<file path="src/rtl/sc_pkg.sv">
package sc_pkg;

   localparam logic [5:0] OP_ADD   = 6'h18;
   localparam logic [5:0] OP_SUB   = 6'h19;
   localparam logic [5:0] OP_CEQ   = 6'h1C;
   localparam logic [5:0] OP_CLT   = 6'h1D;
   localparam logic [5:0] OP_CLE   = 6'h1E;
   localparam logic [5:0] OP_AND   = 6'h20;
   localparam logic [5:0] OP_OR    = 6'h21;
   localparam logic [5:0] OP_XOR   = 6'h22;
   localparam logic [5:0] OP_SHL   = 6'h24;
   localparam logic [5:0] OP_SHR   = 6'h25;
   localparam logic [5:0] OP_SAR   = 6'h26;
   localparam logic [5:0] CONST_OFS = 6'h10;
   localparam logic [5:0] OP_LD    = 6'h38;
   localparam logic [5:0] OP_ST    = 6'h39;
   localparam logic [5:0] OP_JMP   = 6'h3B;
   localparam logic [5:0] OP_BRZ   = 6'h3D;
   localparam logic [5:0] OP_BRNZ  = 6'h3E;
   localparam logic [5:0] OP_LDR   = 6'h3F;

   typedef enum logic [3:0] {
      FN_ADD, FN_SUB, FN_AND, FN_OR, FN_XOR,
      FN_SHL, FN_SHR, FN_SAR, FN_EQ, FN_LT, FN_LE
   } alu_fn_e;

   typedef enum logic [1:0] {
      WB_LINK, WB_ALU, WB_MEM
   } wb_sel_e;

   typedef struct packed {
      alu_fn_e fn;
      logic    use_const;
      wb_sel_e wb;
      logic    rf_we;
      logic    mem_we;
      logic    src2_is_dst;
      logic    addr_pc_rel;
      logic    br_if_zero;
      logic    br_if_nonzero;
      logic    is_jmp;
      logic    bad;
   } ctrl_t;

endpackage

</file>
<file path="src/rtl/sc_regfile.sv">
module sc_regfile #(
   parameter int XLEN = 32,
   parameter int NREG = 32
) (
   input  logic                     clk,
   input  logic [$clog2(NREG)-1:0]  ra1,
   input  logic [$clog2(NREG)-1:0]  ra2,
   output logic [XLEN-1:0]          rd1,
   output logic [XLEN-1:0]          rd2,
   input  logic                     we,
   input  logic [$clog2(NREG)-1:0]  wa,
   input  logic [XLEN-1:0]          wd
);
   localparam int AW = $clog2(NREG);
   localparam logic [AW-1:0] ZREG = AW'(NREG - 1);

   if ((1 << AW) != NREG) begin : g_bad_nreg
      $error("sc_regfile: NREG must be a power of two");
   end

   logic [XLEN-1:0] q [NREG];

   always_ff @(posedge clk) begin
      for (int i = 0; i < NREG - 1; i++) begin
         if (we && wa == AW'(i)) q[i] <= wd;
      end
   end

   assign rd1 = (ra1 == ZREG) ? '0 : q[ra1];
   assign rd2 = (ra2 == ZREG) ? '0 : q[ra2];

endmodule

</file>
<file path="src/rtl/sc_alu.sv">
module sc_alu
   import sc_pkg::*;
#(
   parameter int XLEN        = 32,
   parameter int SHIFT_STYLE = 1
) (
   input  alu_fn_e          fn,
   input  logic [XLEN-1:0]  a,
   input  logic [XLEN-1:0]  b,
   output logic [XLEN-1:0]  y
);
   localparam int SH_W = $clog2(XLEN);

   if ((1 << SH_W) != XLEN) begin : g_bad_xlen
      $error("sc_alu: XLEN must be a power of two");
   end
   if (SHIFT_STYLE != 0 && SHIFT_STYLE != 1) begin : g_bad_style
      $error("sc_alu: SHIFT_STYLE must be 0 or 1");
   end

   logic [SH_W-1:0] amt;
   logic [XLEN-1:0] sh_y;
   assign amt = b[SH_W-1:0];

   if (SHIFT_STYLE == 0) begin : g_shift_op
      always_comb begin
         case (fn)
            FN_SHL:  sh_y = a << amt;
            FN_SAR:  sh_y = $unsigned($signed(a) >>> amt);
            default: sh_y = a >> amt;
         endcase
      end
   end else begin : g_shift_barrel
      logic            fill;
      logic [XLEN-1:0] src;
      logic [XLEN-1:0] stg [SH_W+1];
      logic [XLEN-1:0] flip;

      assign fill = (fn == FN_SAR) ? a[XLEN-1] : 1'b0;

      always_comb begin
         for (int i = 0; i < XLEN; i++) src[i] = (fn == FN_SHL) ? a[XLEN-1-i] : a[i];
      end
      assign stg[0] = src;

      for (genvar k = 0; k < SH_W; k++) begin : g_stage
         assign stg[k+1] = amt[k] ? {{(1 << k){fill}}, stg[k][XLEN-1:(1 << k)]} : stg[k];
      end

      always_comb begin
         for (int i = 0; i < XLEN; i++) flip[i] = stg[SH_W][XLEN-1-i];
      end
      assign sh_y = (fn == FN_SHL) ? flip : stg[SH_W];
   end

   logic lt_s;
   assign lt_s = $signed(a) < $signed(b);

   always_comb begin
      case (fn)
         FN_ADD:  y = a + b;
         FN_SUB:  y = a - b;
         FN_AND:  y = a & b;
         FN_OR:   y = a | b;
         FN_XOR:  y = a ^ b;
         FN_EQ:   y = XLEN'(a == b);
         FN_LT:   y = XLEN'(lt_s);
         FN_LE:   y = XLEN'(lt_s | (a == b));
         default: y = sh_y;
      endcase
   end

endmodule

</file>
<file path="src/rtl/sc_decode.sv">
module sc_decode
   import sc_pkg::*;
(
   input  logic [5:0] op,
   output ctrl_t      c
);
   logic [5:0] base;
   logic       is_c;

   always_comb begin
      is_c = (op >= (OP_ADD + CONST_OFS)) && (op <= (OP_SAR + CONST_OFS));
      base = is_c ? (op - CONST_OFS) : op;

      c               = '0;
      c.fn            = FN_ADD;
      c.wb            = WB_ALU;
      c.bad           = 1'b1;

      case (base)
         OP_ADD: begin c.fn = FN_ADD; c.bad = 1'b0; end
         OP_SUB: begin c.fn = FN_SUB; c.bad = 1'b0; end
         OP_CEQ: begin c.fn = FN_EQ;  c.bad = 1'b0; end
         OP_CLT: begin c.fn = FN_LT;  c.bad = 1'b0; end
         OP_CLE: begin c.fn = FN_LE;  c.bad = 1'b0; end
         OP_AND: begin c.fn = FN_AND; c.bad = 1'b0; end
         OP_OR:  begin c.fn = FN_OR;  c.bad = 1'b0; end
         OP_XOR: begin c.fn = FN_XOR; c.bad = 1'b0; end
         OP_SHL: begin c.fn = FN_SHL; c.bad = 1'b0; end
         OP_SHR: begin c.fn = FN_SHR; c.bad = 1'b0; end
         OP_SAR: begin c.fn = FN_SAR; c.bad = 1'b0; end
         default: ;
      endcase

      if (!c.bad) begin
         c.use_const = is_c;
         c.rf_we     = 1'b1;
      end else begin
         case (op)
            OP_LD: begin
               c.bad = 1'b0; c.use_const = 1'b1; c.rf_we = 1'b1; c.wb = WB_MEM;
            end
            OP_ST: begin
               c.bad = 1'b0; c.use_const = 1'b1; c.mem_we = 1'b1; c.src2_is_dst = 1'b1;
            end
            OP_LDR: begin
               c.bad = 1'b0; c.rf_we = 1'b1; c.wb = WB_MEM; c.addr_pc_rel = 1'b1;
            end
            OP_JMP: begin
               c.bad = 1'b0; c.rf_we = 1'b1; c.wb = WB_LINK; c.is_jmp = 1'b1;
            end
            OP_BRZ: begin
               c.bad = 1'b0; c.rf_we = 1'b1; c.wb = WB_LINK; c.br_if_zero = 1'b1;
            end
            OP_BRNZ: begin
               c.bad = 1'b0; c.rf_we = 1'b1; c.wb = WB_LINK; c.br_if_nonzero = 1'b1;
            end
            default: ;
         endcase
      end
   end

endmodule

</file>
<file path="src/rtl/sc_core.sv">
module sc_core
   import sc_pkg::*;
#(
   parameter int              XLEN        = 32,
   parameter logic [XLEN-1:0] RESET_PC    = '0,
   parameter int              SHIFT_STYLE = 1
) (
   input  logic             clk,
   input  logic             rst,
   output logic [XLEN-1:0]  imem_addr,
   input  logic [31:0]      imem_data,
   output logic [XLEN-1:0]  dmem_addr,
   input  logic [XLEN-1:0]  dmem_rdata,
   output logic [XLEN-1:0]  dmem_wdata,
   output logic             dmem_we,
   output logic             illegal
);
   localparam int NREG  = 32;
   localparam int IMM_W = 16;

   if (XLEN < IMM_W) begin : g_bad_width
      $error("sc_core: XLEN must be at least the constant width");
   end

   logic [XLEN-1:0] pc, pc_inc, pc_nxt, br_tgt;
   logic [5:0]      op;
   logic [4:0]      f_rc, f_ra, f_rb, ra2;
   logic [XLEN-1:0] imm, rd1, rd2, opb, alu_y, rf_wd;
   logic            rf_we, taken;
   ctrl_t           ctl;

   assign op   = imem_data[31:26];
   assign f_rc = imem_data[25:21];
   assign f_ra = imem_data[20:16];
   assign f_rb = imem_data[15:11];
   assign imm  = {{(XLEN-IMM_W){imem_data[IMM_W-1]}}, imem_data[IMM_W-1:0]};

   sc_decode u_dec (
      .op (op),
      .c  (ctl)
   );

   assign ra2 = ctl.src2_is_dst ? f_rc : f_rb;

   sc_regfile #(.XLEN(XLEN), .NREG(NREG)) u_rf (
      .clk (clk),
      .ra1 (f_ra),
      .ra2 (ra2),
      .rd1 (rd1),
      .rd2 (rd2),
      .we  (rf_we),
      .wa  (f_rc),
      .wd  (rf_wd)
   );

   assign opb = ctl.use_const ? imm : rd2;

   sc_alu #(.XLEN(XLEN), .SHIFT_STYLE(SHIFT_STYLE)) u_alu (
      .fn (ctl.fn),
      .a  (rd1),
      .b  (opb),
      .y  (alu_y)
   );

   assign pc_inc = pc + XLEN'(1);
   assign br_tgt = pc_inc + imm;

   assign dmem_addr  = ctl.addr_pc_rel ? br_tgt : alu_y;
   assign dmem_wdata = rd2;
   assign dmem_we    = ctl.mem_we & ~rst;
   assign rf_we      = ctl.rf_we & ~rst;
   assign illegal    = ctl.bad;

   always_comb begin
      case (ctl.wb)
         WB_LINK: rf_wd = pc_inc;
         WB_MEM:  rf_wd = dmem_rdata;
         default: rf_wd = alu_y;
      endcase
   end

   assign taken = (ctl.br_if_zero & (rd1 == '0)) | (ctl.br_if_nonzero & (rd1 != '0));

   always_comb begin
      if (ctl.is_jmp)  pc_nxt = rd1;
      else if (taken)  pc_nxt = br_tgt;
      else             pc_nxt = pc_inc;
   end

   always_ff @(posedge clk) begin
      if (rst) pc <= RESET_PC;
      else     pc <= pc_nxt;
   end

   assign imem_addr = pc;

endmodule

</file>
<file path="config.mk">
export PLATFORM = sky130hd
export DESIGN_NAME = sc_core
export DESIGN_NICKNAME = d
export VERILOG_FILES = /design/src/rtl/sc_pkg.sv /design/src/rtl/sc_regfile.sv /design/src/rtl/sc_alu.sv /design/src/rtl/sc_decode.sv /design/src/rtl/sc_core.sv
export SDC_FILE = /design/constraint.sdc
export NUM_CORES = 2
export LEC_CHECK = 0
export BUFFER_PORTS_ARGS = -buffer_cell sky130_fd_sc_hd__clkbuf_2
export CAP_MARGIN = 30
export CORE_MARGIN = 3
export CORE_UTILIZATION = 55
export DETAILED_ROUTE_END_ITERATION = 10
export PLACE_DENSITY = 0.81
export SKIP_LAST_GASP = 1
export SLEW_MARGIN = 20
export SYNTH_ARGS = -nofsm -noshare
export SYNTH_HDL_FRONTEND = slang
export SYNTH_SLANG_ARGS = --single-unit
</file>
<file path="constraint.sdc">
create_clock -name clk -period 10.35 [get_ports clk]
set_input_delay 1.035 -clock clk [delete_from_list [all_inputs] [get_ports clk]]
set_output_delay 1.035 -clock clk [all_outputs]
set_load 0.005 [all_outputs]
</file>
==> impl_results.md <==
* Outcome: finished, final reports clean
* Die W at 339 um
* Worst Hold Class: reg2reg
* Largest family of logic cells by synthesized area: simple AND/OR/NAND/NOR gates
* Slowest cell on crit path: o41ai_2
* Max incr delay on CP at 610 ps
* Worst vdd ir at around 150 uV
* Core Util, Final at around 63%
* Area of the multi-input gates at roughly 0.029 mm^2
* Site row count at about 120
* Worst EP required at a little over 9000 ps
* Global-route wire length before repair at approximately 340 mm
* Total CTS buffers at 102
* Count of final hold-check violations at 0
* Ys Warns at 0
* RSZ-0062 raised after global routing: true
* Clk sinks at about 1,000
* Max Root-Sink Buffers at 3
* Mapped cell area at 0.0610 mm^2
* Adder-cell share of the synthesized area at under 10%
* Initial Utilization at a little under three fifths
* MaxCap Viol Count at 0
* Post-layout min period at between 10,000 and 15,000 ps
* Final Skew at 50.4 ps
* Post-route DRC violation count at 0
* Root Buffer: clkbuf_16
* Tot GR Track Use at 40.4%
* Clk slew on worst S/H paths at about 60 ps
* Initial antenna violation count at 5
* Routed vias at 52,944
* Number of fillers in the final layout at 8,213
* Drt wl/cell at ~33 um
* Setup crit start kind: input port
* CP endpoint kind: output port
* Largest net degree at the start of global routing at slightly below 100
* Leakage at 0.0247 uW
* Met3 WL at ~38 mm
* Worst Tran Pin Value at between 1000 and 1500 ps
* 1st-iter DRT viols at between 9,000 and 10,000
* CTS tree: built
* M1 WL at 79.9 mm
* Synth Register Bits at a little over 1,000
* IO Port Bufs at approximately 160
* Vias in the first global route at 49,928
* Area grow syn2layout at 12.5%
* Post-synth EDFFs at between 900 and 1,000
* Final Wtd Congestion at between 1 and 1.5
* Leading area contributor after synthesis: edfxtp_1
* Gr ovfl total at 0
* CP Max Fanout at 18
* Post-synth top area share at 48.9%
* DIE AREA at 0.115 mm^2
* Synth Area in Compound Gates at ~14%
* Post-route cell area at 0.0686 mm^2
* Routed vias/inst at between 7 and 8
* Post-synthesis mux area share at 14.1%
* # IOs at between 150 and 200
* Arrival @ worst endpoint at slightly above 9000 ps
* Die Ht at approximately 340 um
* Top-count cell post-synth: edfxtp_1
* Setup violation total in the final timing report at 0
* Top FF cell, synth: edfxtp_1
* Total negative setup slack at 0 ps
* Post-synth cell types at about 110
* Max Slew Vio Count at 0
* Layout cell share with drive strength beyond 1 at 19.2%
* Post-synth ARST share at 0%
* Placeable Area at about 0.11 mm^2
* H-tree levels at 3
* Highest Signal Layer: met5
* Power Dens Cells at around 180 mW/mm^2
* Setup CP Type: in2out
* WL final at between 200 and 250 mm
* Ranking of synthesized cells by area: edfxtp_1, mux4_2, nand2_1, mux2i_1, ha_1
* Post-Synthesis Cells at approximately 5,500
* NumNets Final at 5,810
* Placement-stage cell area at 0.0649 mm^2
* F_max at between 90 and 100 MHz
* Post-route ant nets at 0
* Reg area at ~0.03 mm^2
* Slew headroom at 27.3%
* XOR/XNOR Fraction of Synth Area at less than 1%
* Period utilization at just under 100%
* Clock insertion delay at the later pin of the skew report at between 700 and 800 ps
* Avg Inst Size Synth at approximately 11 um^2
* DP HPWL at ~150 mm
* Most frequent cells after synthesis: edfxtp_1, nand2_1, nor2_1, mux4_2, clkbuf_1
* Mapped Nets at roughly 5,700
* DRT Pass-1 Iters at 7
* Routed wl met2 at roughly 100 mm
* Post-synthesis sequential area ratio at around half
* Post-synthesis simple-gate area fraction at between 10% and 20%
[metal layers]
metal	up-vias	track usage [%]
met1	25320	51.8
li1	21378	-
met5	-	0
met4	4	26.2
met3	1117	12.3
met2	5125	59.8
[state kept, by name, summed over array words and instances (netlist names)]
name       flops
u_rf.q       992
imem_addr     32
[worst max-delay path: cells and delay by family]
family	cells	cell delay (ps)
buffers and inverters	10	1680
multiplexers	1	450
AND/OR/NAND/NOR	6	860
AO/OA/AOI/OAI	16	4320
adder cells (fa/ha/maj)	3	720
[kinds of logic (layout without fill, tap and decap cells)]
logic type / count (synthesis) / count (layout)
AND/OR/NAND/NOR: 1979 / 1981
AO/OA/AOI/OAI: 1214 / 1214
flip-flops: 1024 / 1024
buffers and inverters: 553 / 778
multiplexers: 493 / 493
adder cells (fa/ha/maj): 134 / 134
XOR/XNOR: 67 / 67
other: 0 / 1
[cell type report]
class,instances,area share [%]
Sequential cell,1024,44.4
Multi-Input combinational cell,3889,42.2
Antenna cell,1,0.00365
Clock buffer,126,3.92
Timing Repair Buffer,471,5.11
Clock inverter,59,1.04
Tap cell,1476,2.69
Inverter,122,0.668
[per-stage QoR]
| stage | power (uW) | setup WS, ps | instances | hold slack [ps] |
|---|---|---|---|---|
| 2_1_floorplan | 7160 | 957 | 5464 | 681 |
| 3_3_place_gp | 8550 | 1.29 | 6965 | 710 |
| 3_5_place_dp | 8620 | -65.0 | 6971 | 729 |
| 4_1_cts | 12300 | 59.5 | 7156 | 752 |
| 5_1_grt | 12800 | -1.63 | 7167 | 810 |
| 6_report | 12500 | 213 | 7168 | 747 |
[power by group]
part,switching (uW),internal (uW),total [uW]
Clock,1640,2180,3810
Sequential,13.9,5160,5170
Combinational,2450,1110,3560
[cell usage in the layout, fill, tap and decap left out, types with 71 or more instances in the layout]
master	n
and3_1	152
buf_4	276
nor2_1	293
inv_1	117
a211oi_1	71
a31oi_1	82
a311oi_1	142
edfxtp_1	992
clkbuf_16	104
ha_1	131
nand3_1	188
nand2_1	973
o21ai_0	160
mux2i_1	184
nor3_1	143
clkbuf_2	159
mux4_2	290
a21oi_1	208
[final timing paths]
check	from	endpoint	slack [ps]	depth (start not counted)
worst min-delay path	imem_addr[31]	imem_addr[31]	750	3
worst max register to register	u_rf.q[14][1]	u_rf.q[11][22]	3140	22
worst max-delay path	imem_data[30]	dmem_addr[0]	210	36
worst min register to register	imem_addr[31]	imem_addr[31]	750	3
[what timing repair did]
item                       in CTS  in global routing
setup buffers                   0                  5
cloned                          0                  2
gates resized for setup         1                 31
hold buffers                    0                  0
setup endpoints to repair       2                 12
pin swaps                       0                  2
Note: power is estimated with default switching activity, not from simulation.
